===== config.mk =====
export PLATFORM = sky130hd
export DESIGN_NAME = sync_rx_crc_check
export DESIGN_NICKNAME = d
export VERILOG_FILES = /design/src/rtl/crc_rx_pkg.sv /design/src/rtl/crc_bit_step.sv /design/src/rtl/rx_bit_delay.sv /design/src/rtl/crc_gate_fsm.sv /design/src/rtl/sync_rx_crc_check.sv
export SDC_FILE = /design/constraint.sdc
export NUM_CORES = 1
export LEC_CHECK = 0
export CORE_MARGIN = 8
export CORE_UTILIZATION = 46
export DETAILED_ROUTE_END_ITERATION = 12
export HOLD_SLACK_MARGIN = 0.12
export PLACE_DENSITY = 0.7
export SYNTH_ARGS = -nofsm -noshare
export SYNTH_HDL_FRONTEND = slang
export SYNTH_HIERARCHICAL = 1
export SYNTH_SLANG_ARGS = --single-unit

===== constraint.sdc =====
create_clock -name clk -period 1.5 [get_ports clk]
set_clock_uncertainty 0.1 [all_clocks]
set_input_delay 0.375 -clock clk [delete_from_list [all_inputs] [get_ports clk]]
set_output_delay 0.375 -clock clk [all_outputs]
set_load 0.05 [all_outputs]

===== src/rtl/crc_rx_pkg.sv =====
package crc_rx_pkg;

    typedef enum logic [1:0] {
        GATE_HUNT       = 2'd0,
        GATE_WAIT_FIRST = 2'd1,
        GATE_RUN        = 2'd2
    } gate_state_e;

    localparam int unsigned CRC_WIDTH   = 16;
    localparam int unsigned DELAY_BITS  = 8;
    localparam logic [15:0] POLY16_REV  = 16'hA001;
    localparam logic [15:0] CCITT_REV   = 16'h8408;

endpackage


===== src/rtl/crc_bit_step.sv =====
module crc_bit_step #(
    parameter int unsigned W        = 16,
    parameter logic [W-1:0] MASK_HI = 16'hA001,
    parameter logic [W-1:0] MASK_LO = 16'h8408
) (
    input  logic [W-1:0] crc_in,
    input  logic         din,
    input  logic         sel_hi,
    output logic [W-1:0] crc_out
);
    logic         feedback;
    logic [W-1:0] mask;

    always_comb begin
        feedback = crc_in[0] ^ din;
        mask     = sel_hi ? MASK_HI : MASK_LO;
        crc_out  = (crc_in >> 1) ^ (feedback ? mask : '0);
    end
endmodule


===== src/rtl/rx_bit_delay.sv =====
module rx_bit_delay #(
    parameter int unsigned DEPTH = 8
) (
    input  logic clk,
    input  logic rst_n,
    input  logic clear,
    input  logic shift,
    input  logic din,
    output logic dout
);
    logic [DEPTH-1:0] line_q;

    always_ff @(posedge clk or negedge rst_n) begin
        if (!rst_n) begin
            line_q <= '0;
        end else if (clear) begin
            line_q <= '0;
        end else if (shift) begin
            line_q <= {din, line_q[DEPTH-1:1]};
        end
    end

    assign dout = line_q[0];

    AST_DELAY_HOLD: assert property (@(posedge clk) disable iff (!rst_n)
        (!shift && !clear) |=> $stable(line_q));
    AST_DELAY_CLEAR: assert property (@(posedge clk) disable iff (!rst_n)
        clear |=> (line_q == '0));
endmodule


===== src/rtl/crc_gate_fsm.sv =====
module crc_gate_fsm
    import crc_rx_pkg::*;
(
    input  logic clk,
    input  logic rst_n,
    input  logic hunt,
    input  logic char_end,
    input  logic char_load,
    input  logic strip_on,
    input  logic incl_req,
    output logic gate
);
    gate_state_e state_q, state_d;
    logic        gate_q, gate_d;

    always_ff @(posedge clk or negedge rst_n) begin
        if (!rst_n) begin
            state_q <= GATE_HUNT;
            gate_q  <= 1'b0;
        end else begin
            state_q <= state_d;
            gate_q  <= gate_d;
        end
    end

    always_comb begin
        state_d = state_q;
        gate_d  = gate_q;
        unique case (state_q)
            GATE_HUNT: begin
                gate_d  = 1'b0;
                state_d = GATE_WAIT_FIRST;
            end
            GATE_WAIT_FIRST: begin
                if (char_end) begin
                    if (!char_load) begin
                        gate_d = 1'b0;
                    end else begin
                        gate_d  = strip_on ? incl_req : 1'b0;
                        state_d = GATE_RUN;
                    end
                end
            end
            GATE_RUN: begin
                if (char_end) begin
                    gate_d = char_load ? incl_req : 1'b0;
                end
            end
            default: begin
                gate_d  = 1'b0;
                state_d = GATE_HUNT;
            end
        endcase
        if (hunt) begin
            state_d = GATE_HUNT;
            gate_d  = 1'b0;
        end
    end

    assign gate = gate_q;

    AST_GATE_AT_BOUNDARY: assert property (@(posedge clk) disable iff (!rst_n)
        (!char_end && !hunt) |=> $stable(gate_q));
    AST_STRIPPED_OFF: assert property (@(posedge clk) disable iff (!rst_n)
        (char_end && !char_load) |=> !gate_q);
    AST_HUNT_GATE_OFF: assert property (@(posedge clk) disable iff (!rst_n)
        hunt |=> (!gate_q && state_q == GATE_HUNT));
endmodule


===== src/rtl/sync_rx_crc_check.sv =====
module sync_rx_crc_check
    import crc_rx_pkg::*;
#(
    parameter int unsigned CRC_W    = CRC_WIDTH,
    parameter int unsigned DLY_BITS = DELAY_BITS
) (
    input  logic             clk,
    input  logic             rst_n,
    input  logic             bit_valid,
    input  logic             bit_in,
    input  logic             char_end,
    input  logic             char_load,
    input  logic             hunt,
    input  logic             strip_on,
    input  logic             poly_sel,
    input  logic             preset_ones,
    input  logic             crc_en,
    input  logic             clr_cmd,
    input  logic             incl_req,
    output logic [CRC_W-1:0] crc_value,
    output logic             crc_ok
);
    logic             delayed_bit;
    logic             gate;
    logic [CRC_W-1:0] crc_q;
    logic [CRC_W-1:0] crc_next;
    logic [CRC_W-1:0] preset;
    logic             accept;

    rx_bit_delay #(.DEPTH(DLY_BITS)) i_delay (
        .clk   (clk),
        .rst_n (rst_n),
        .clear (hunt),
        .shift (bit_valid),
        .din   (bit_in),
        .dout  (delayed_bit)
    );

    crc_gate_fsm i_gate (
        .clk       (clk),
        .rst_n     (rst_n),
        .hunt      (hunt),
        .char_end  (char_end & bit_valid),
        .char_load (char_load),
        .strip_on  (strip_on),
        .incl_req  (incl_req),
        .gate      (gate)
    );

    crc_bit_step #(
        .W       (CRC_W),
        .MASK_HI (POLY16_REV[CRC_W-1:0]),
        .MASK_LO (CCITT_REV[CRC_W-1:0])
    ) i_step (
        .crc_in  (crc_q),
        .din     (delayed_bit),
        .sel_hi  (poly_sel),
        .crc_out (crc_next)
    );

    assign preset = {CRC_W{preset_ones}};
    assign accept = bit_valid & crc_en & gate;

    always_ff @(posedge clk or negedge rst_n) begin
        if (!rst_n) begin
            crc_q <= '0;
        end else if (hunt || clr_cmd) begin
            crc_q <= preset;
        end else if (accept) begin
            crc_q <= crc_next;
        end
    end

    assign crc_value = crc_q;
    assign crc_ok    = (crc_q == '0);

    AST_HUNT_PRESET: assert property (@(posedge clk) disable iff (!rst_n)
        hunt |=> (crc_value == {CRC_W{$past(preset_ones)}}));
    AST_CLR_PRESET: assert property (@(posedge clk) disable iff (!rst_n)
        clr_cmd |=> (crc_value == {CRC_W{$past(preset_ones)}}));
    AST_EN_HOLD: assert property (@(posedge clk) disable iff (!rst_n)
        (!crc_en && !hunt && !clr_cmd) |=> $stable(crc_value));
    AST_IDLE_HOLD: assert property (@(posedge clk) disable iff (!rst_n)
        (!bit_valid && !hunt && !clr_cmd) |=> $stable(crc_value));
endmodule


==> results.yml, run 1 <==
setup_path:
  setup.worst_path.end_class: "primary output"
  crit-reg2reg-launch: "crc_value[0]$_DFFE_PN0P_"
  critical_path.reg2reg.endpoint: "crc_value[3]$_DFFE_PN0P_"
  cp.arrival_ns: 1.46
  timing.critical_path.fanout_max: 2
  setup.worst_path.start_class: "register"
  regToRegSetupSlack_ns: -0.06
  timing_worst_setup_path_type: "register to primary output"
  worst_r2r_path_depth: 6
  critical_path_required_ns: 1.02
  critPathLaunch: "crc_value[1]$_DFFE_PN0P_"
clock_network:
  cts_num_sinks: 27
  cts_tree: "built"
  cts-root-buf: "sky130_fd_sc_hd__clkbuf_4"
  ctsHtreeMaxLevel: 1
  ctsLongestPathBuffers: 2
  cts_hold_repair.buffers: 0
  cts_made_buffers: 3
  clock_latency_ns: 0.34
  clkSlewWorstSetupHoldPaths_ns: 0.16
placement:
  portBuffers: 29
  dp_cells: 221
  place.detailed.hpwl_mm: 2.57
  detailed_place.area_sq_mm: 0.00203
  dp_worst_setup_slack_ns: -0.505
  globalplace.congestion: 0.843
route:
  first_iter_violations: 39
  ant_nets: 0
  drt_pass1_iterations: 4
  detail_route.wirelength_mm: 3.77
  post_drt_wl_per_cell_um: 15.7
  vias_per_cell: 5.15
  count_of_vias_placed_by_the_detailed_router: 1236
  drc: 0
yosys:
  yosys-top-cells-count: "sky130_fd_sc_hd__dfrtp_1, sky130_fd_sc_hd__nand2_1, sky130_fd_sc_hd__a21oi_1"
  dominant_combinational_cell_family_by_area_after_synthesis: "compound AO/OA/AOI/OAI gates"
  synth-simple-area-share_pct: 14.2
  synth-warning-count: 6
  synth_xor_area_share_pct: 3.00
  synth.mux.area_fraction_pct: 7.89
  synthMostInstantiatedCell: "sky130_fd_sc_hd__dfrtp_1"
  count_of_flip_flops_with_a_built_in_enable_after_synthesis: 0
  synth_top_area_share_pct: 46.3
  synth_compound_area_share_pct: 14.3
  syn_avg_cell_area_sq_um: 9.99
  netlist-cell-type-count: 25
  ys_dominant_reg_cell: "sky130_fd_sc_hd__dfrtp_1"
  synth-async-reset-ratio_pct: 100
  post_synth_instance_area_sq_mm: 0.00146
  post_synthesis_share_of_cell_area_spent_on_full_adders_half_adders_and_majority_gates_pct: 3.43
  synth_sequential_area_ratio_pct: 46.3
  post_synth_inst_count: 146
  yosys.area.top_type: "sky130_fd_sc_hd__dfrtp_1"
  synth.top_cells.by_area: "sky130_fd_sc_hd__dfrtp_1, sky130_fd_sc_hd__buf_4, sky130_fd_sc_hd__mux2i_1"
  postSynthNetCount: 163
  synth-seq-cells: 27
floorplanning:
  io_pins: 30
  floorplan.die.height_um: 72.3
  die_w_um: 72.3
  initial_utilization_pct: 48.2
  num_rows: 20
  fp.coreArea_sq_mm: 0.00303
  design.die.area_sq_mm: 0.00523
layout:
  antenna-diode-count: 0
  final-instance-count-excl-fill: 240
  area_growth_syn_to_layout_pct: 59.0
  fill_cells: 191
  nNetsFinal: 214
  final_layout_size_suffix_gt1_share_pct: 45.9
  finalInstanceArea_sq_mm: 0.00232
global_route:
  via_count_of_the_first_global_routing_pass: 1266
  grt_start_max_net_pins: 33
  total_routing_resource_utilization_after_global_routing_pct: 14.0
  antenna_found_initial: 0
  overflow: 0
  global_route_wire_length_before_repair_mm: 5.82
timing:
  final-setup-viol-count: 19
  max_slew.worst_pin.slew_ns: 0.330
  fin_crit_ns: 1.94
  finalSetupTns_ns: -1.04
  layout_setup_ws_ns: -0.438
  grt_setup_unrepaired: "yes"
  final_min_period_over_clock_period_pct: 129
  slew_headroom_pct: 78.0
  clock.fmax_ghz: 0.516
  hold_viol_final: 0
  max_slew_violations: 0
power_and_ir_drop:
  pwr-share-comb_pct: 47.0
  peak_supply_drop_mv: 0.795
  share_clk_of_total_power_pct: 14.4
  switching_share_pct: 36.0
  internal-power_mw: 1.47
  powerDensity_mw_per_mm2: 987
  seq_power_share_pct: 38.6
  total_power_mw: 2.29
  static-leakage-power_nw: 1.03
  power.switching_mw: 0.824
outcome:
  violations: "negative setup slack"
  outcome: "complete, but fails checks"
hold_path:
  hold_class: "input pin to async pin"
run:
  count_of_maximum_capacitance_violations: 0
## flip-flops by register name, summed over array words and instances (netlist names)
name	count
crc_value	16
i_delay/line_q	8
i_gate/state_q	2
i_gate/gate	1
## power by group through the flow
stage	Sequential, mW	Clock, mW	Combinational (mW)
2_1_floorplan	1.08	0	0.320
3_3_place_gp	0.875	0	0.893
3_5_place_dp	0.880	0	0.922
4_1_cts	0.884	0.344	0.993
5_1_grt	0.890	0.369	1.15
6_report	0.883	0.330	1.08
## logic make-up (layout without fill, tap and decap cells)
logic type / after synthesis / after routing
AO/OA/AOI/OAI: 36 / 36
buffers and inverters: 21 / 71
multiplexers: 11 / 11
XOR/XNOR: 5 / 5
AND/OR/NAND/NOR: 42 / 42
adder cells (fa/ha/maj): 4 / 4
flip-flops: 27 / 27
## per-stage QoR
stage | hold slack [ns] | utilization (%)
after global routing | 0.266 | 76.6
after CTS | 0.260 | 72.7
after global placement | 0.403 | 66.9
after detailed placement | 0.414 | 66.9
after floorplan | -0.0206 | -
final | 0.270 | 76.6
## area by class of cell
cell class | instances | area (sq um) | area share [%]
Clock inverter | 1 | 7.51 | 0.324
Clock buffer | 3 | 22.5 | 0.971
Inverter | 2 | 7.51 | 0.324
Timing Repair Buffer | 65 | 828 | 35.7
Multi-Input combinational cell | 98 | 706 | 30.4
Tap cell | 44 | 55.1 | 2.37
Sequential cell | 27 | 693 | 29.9
## worst max path at each step
| stage | end | slack [ns] | cells past startpoint |
|---|---|---|---|
| 6_report | crc_ok | -0.44 | 3 |
| 5_1_grt | crc_ok | -0.48 | 3 |
| 4_1_cts | crc_ok | -0.45 | 3 |
| 3_5_place_dp | crc_value[14]$_DFFE_PN0P_ | -0.51 | 4 |
| 3_3_place_gp | crc_value[9]$_DFFE_PN0P_ | -0.40 | 4 |
| 2_1_floorplan | crc_ok | -0.13 | 2 |
## per-layer routing
metal  share of wire, %  GRT usage [%]
met1                 38           14.8
met2                 53           23.7
met3                5.8           3.99
met4                3.0           9.52
met5                  0              0
## worst max-delay path, cell delays in order, from the launching register on
cell                      delay, ns
sky130_fd_sc_hd__dfrtp_2       0.44
sky130_fd_sc_hd__nor4_2        0.29
sky130_fd_sc_hd__and4_4        0.27
sky130_fd_sc_hd__buf_12        0.13
## cells in the final DEF, fill, tap and decap left out, types with 2 or more instances in the layout
| master | Yosys | final |
|---|---|---|
| sky130_fd_sc_hd__a21oi_1 | 16 | 15 |
| sky130_fd_sc_hd__nand2_1 | 18 | 17 |
| sky130_fd_sc_hd__buf_4 | 15 | 18 |
| sky130_fd_sc_hd__buf_12 | 0 | 20 |
| sky130_fd_sc_hd__a21oi_2 | 1 | 2 |
| sky130_fd_sc_hd__dlymetal6s2s_1 | 0 | 2 |
| sky130_fd_sc_hd__nor4_2 | 0 | 3 |
| sky130_fd_sc_hd__clkdlybuf4s50_1 | 0 | 9 |
| sky130_fd_sc_hd__inv_1 | 2 | 2 |
| sky130_fd_sc_hd__nor2_1 | 11 | 11 |
| sky130_fd_sc_hd__ha_1 | 4 | 4 |
| sky130_fd_sc_hd__dfrtp_1 | 27 | 13 |
| sky130_fd_sc_hd__dfrtp_2 | 0 | 14 |
| sky130_fd_sc_hd__xor2_1 | 3 | 2 |
| sky130_fd_sc_hd__o21ai_0 | 13 | 9 |
| sky130_fd_sc_hd__mux2i_1 | 10 | 10 |
| sky130_fd_sc_hd__clkbuf_4 | 0 | 3 |
| sky130_fd_sc_hd__buf_6 | 3 | 15 |
| sky130_fd_sc_hd__o21ai_1 | 4 | 8 |
| sky130_fd_sc_hd__nand2b_2 | 4 | 4 |
## repair_timing
action                                  in CTS  in global routing
endpoints found under the setup margin      32                 28
gates resized for setup                     22                 19
buffers inserted                             9                 15
pin swaps                                    1                  7
No activity file was read; power rests on OpenSTA's default activity.
==> run 2, diff against run 1 <==
Settings changed: CORE_MARGIN 8 to not set, HOLD_SLACK_MARGIN 0.12 to not set.
==> run 2 against run 1 <==
Against the previous run: the flow still finishes with violations (negative setup slack); sequential power is 1% higher; core utilization shrank 0.74 points; power shrank 0.63%; largest power group unchanged; register-to-register slack is essentially flat; die area is 35% lower; sequential share of layout area is 0.29 points higher; global-route usage rose by 7.8 points.
==> results.yml, run 2 (same netlist as run 1, synthesis figures left out) <==
layout:
  final_layout_size_suffix_gt1_share_pct: 45.1
  layout_commonest_cell: "sky130_fd_sc_hd__buf_12"
  final_util_pct: 75.9
  nNetsFinal: 213
  max_ffs_per_register: 16
  antenna-diode-count: 0
  finalInstanceArea_sq_mm: 0.00230
  most-common-layout-cells: "sky130_fd_sc_hd__buf_12, sky130_fd_sc_hd__nand2_1, sky130_fd_sc_hd__buf_6"
  area_growth_syn_to_layout_pct: 57.5
global_route:
  via_count_of_the_first_global_routing_pass: 1212
  met3_usage_pct: 2.64
  globalRouteMet2Util_pct: 39.6
  globalRoute.busiestLayer: "met2"
  global_route_wire_length_before_repair_mm: 5.53
  grt_start_max_net_pins: 33
  total_routing_resource_utilization_after_global_routing_pct: 21.8
  antenna_found_initial: 0
  overflow: 0
  global_route.usage.met1_pct: 25.3
timing:
  layout_setup_ws_ns: -0.454
  finalSetupTns_ns: -1.19
  fin_crit_ns: 1.95
  max_slew.worst_pin.slew_ns: 0.347
  clock.fmax_ghz: 0.512
  max_slew_violations: 0
  final-setup-viol-count: 18
  slew_headroom_pct: 76.8
  final_min_period_over_clock_period_pct: 130
  grt_setup_unrepaired: "yes"
  hold_viol_final: 0
run:
  count_of_maximum_capacitance_violations: 0
setup_path:
  setup.worst_path.end_class: "primary output"
  timing_worst_setup_path_type: "register to primary output"
  cp.arrival_ns: 1.48
  critical_path_required_ns: 1.02
  setup.worst_path.start_class: "register"
  timing.critical_path.fanout_max: 2
route:
  drt_pass1_iterations: 4
  detail_route.wirelength_mm: 3.46
  vias_per_cell: 5.08
  first_iter_violations: 38
  count_of_vias_placed_by_the_detailed_router: 1214
  ant_nets: 0
  post_drt_wl_per_cell_um: 14.5
  drc: 0
clock_network:
  clkSlewWorstSetupHoldPaths_ns: 0.15
  cts_made_buffers: 3
  clock_latency_ns: 0.33
  cts_tree: "built"
  cts-root-buf: "sky130_fd_sc_hd__clkbuf_4"
  ctsLongestPathBuffers: 2
  ctsHtreeMaxLevel: 1
  cts_num_sinks: 27
power_and_ir_drop:
  switching_share_pct: 36.0
  peak_supply_drop_mv: 0.588
  power.switching_mw: 0.819
  seq_power_share_pct: 39.3
  total_power_mw: 2.28
  pwr-share-comb_pct: 46.2
  internal-power_mw: 1.46
  share_clk_of_total_power_pct: 14.4
  static-leakage-power_nw: 1.02
  powerDensity_mw_per_mm2: 990
outcome:
  outcome: "complete, but fails checks"
  violations: "negative setup slack"
floorplanning:
  floorplan.die.height_um: 58.3
  fp.coreArea_sq_mm: 0.00303
  io_pins: 30
  die_w_um: 58.3
  num_rows: 20
  initial_utilization_pct: 48.2
  design.die.area_sq_mm: 0.00340
hold_path:
  hold_class: "input pin to async pin"
placement:
  portBuffers: 29
  detailed_place.area_sq_mm: 0.00203
  dp_worst_setup_slack_ns: -0.450
  place.detailed.hpwl_mm: 2.30
  globalplace.congestion: 0.789
-- run 2: cell types whose count changed in the layout (fill, tap and decap cells not counted), sizes merged --
cell / change
dlymetal6s2s: -1
buf: -1
dlygate4sd2: -1
clkdlybuf4s50: +2
-- run 2: final cells by class --
| class | count | area (sq um) |
|---|---|---|
| clock buffer | 3 | 22.5 |
| inverter | 2 | 7.51 |
| multi-input combinational | 98 | 697 |
| fill | 198 | 731 |
| sequential | 27 | 693 |
| tap | 44 | 55.1 |
| timing repair buffer | 64 | 815 |
| clock inverter | 1 | 7.51 |
-- run 2: critical path: stages (launching register included) --
cell and delay [ns]:
sky130_fd_sc_hd__dfrtp_2 0.46, sky130_fd_sc_hd__nor4_4 0.30, sky130_fd_sc_hd__and4_4 0.27, sky130_fd_sc_hd__buf_12 0.13
-- run 2: power groups by stage --
stage / clock network (mW) / registers [mW] / logic (mW)
after floorplan: 0 / 1.08 / 0.320
after global placement: 0 / 0.876 / 0.893
after detailed placement: 0 / 0.881 / 0.921
after CTS: 0.333 / 0.890 / 0.987
after global routing: 0.365 / 0.904 / 1.11
final: 0.328 / 0.895 / 1.05
-- run 2: final timing paths --
path | slack (ns) | cells past startpoint | endpoint | from
setup / recovery | -0.45 | 3 | crc_ok | crc_value[9]$_DFFE_PN0P_
hold / removal | 0.27 | 2 | crc_value[13]$_DFFE_PN0P_ | rst_n
setup reg to reg | -0.05 | 6 | crc_value[10]$_DFFE_PN0P_ | crc_value[0]$_DFFE_PN0P_
hold reg to reg | 0.44 | 2 | i_delay/line_q[7]$_DFFE_PN0P_ | i_delay/line_q[7]$_DFFE_PN0P_
max in group asynchronous | 0.86 | 2 | crc_value[8]$_DFFE_PN0P_ | rst_n
min in group clk | 0.44 | 2 | i_delay/line_q[7]$_DFFE_PN0P_ | i_delay/line_q[7]$_DFFE_PN0P_
-- run 2: timing repair --
item | CTS | global route
resized for setup | 22 | 12
buffers inserted | 6 | 10
hold buffers | 0 | 0
pin swaps | 3 | 1
setup endpoints to repair | 32 | 25
-- run 2: per-stage QoR --
step,hold WS (ns),cells
5_1_grt,0.262,239
4_1_cts,0.272,231
6_report,0.272,239
3_3_place_gp,0.402,222
3_5_place_dp,0.424,222
2_1_floorplan,-0.0206,146
-- run 2: routing by layer --
| layer | share of wire (%) | wire [um] | vias to the layer above |
|---|---|---|---|
| met3 | 3.4 | 117 | 8 |
| li1 | - | - | 583 |
| met2 | 54 | 1850 | 33 |
| met4 | 2.3 | 79 | 0 |
| met1 | 41 | 1410 | 590 |
| met5 | 0 | 0 | - |
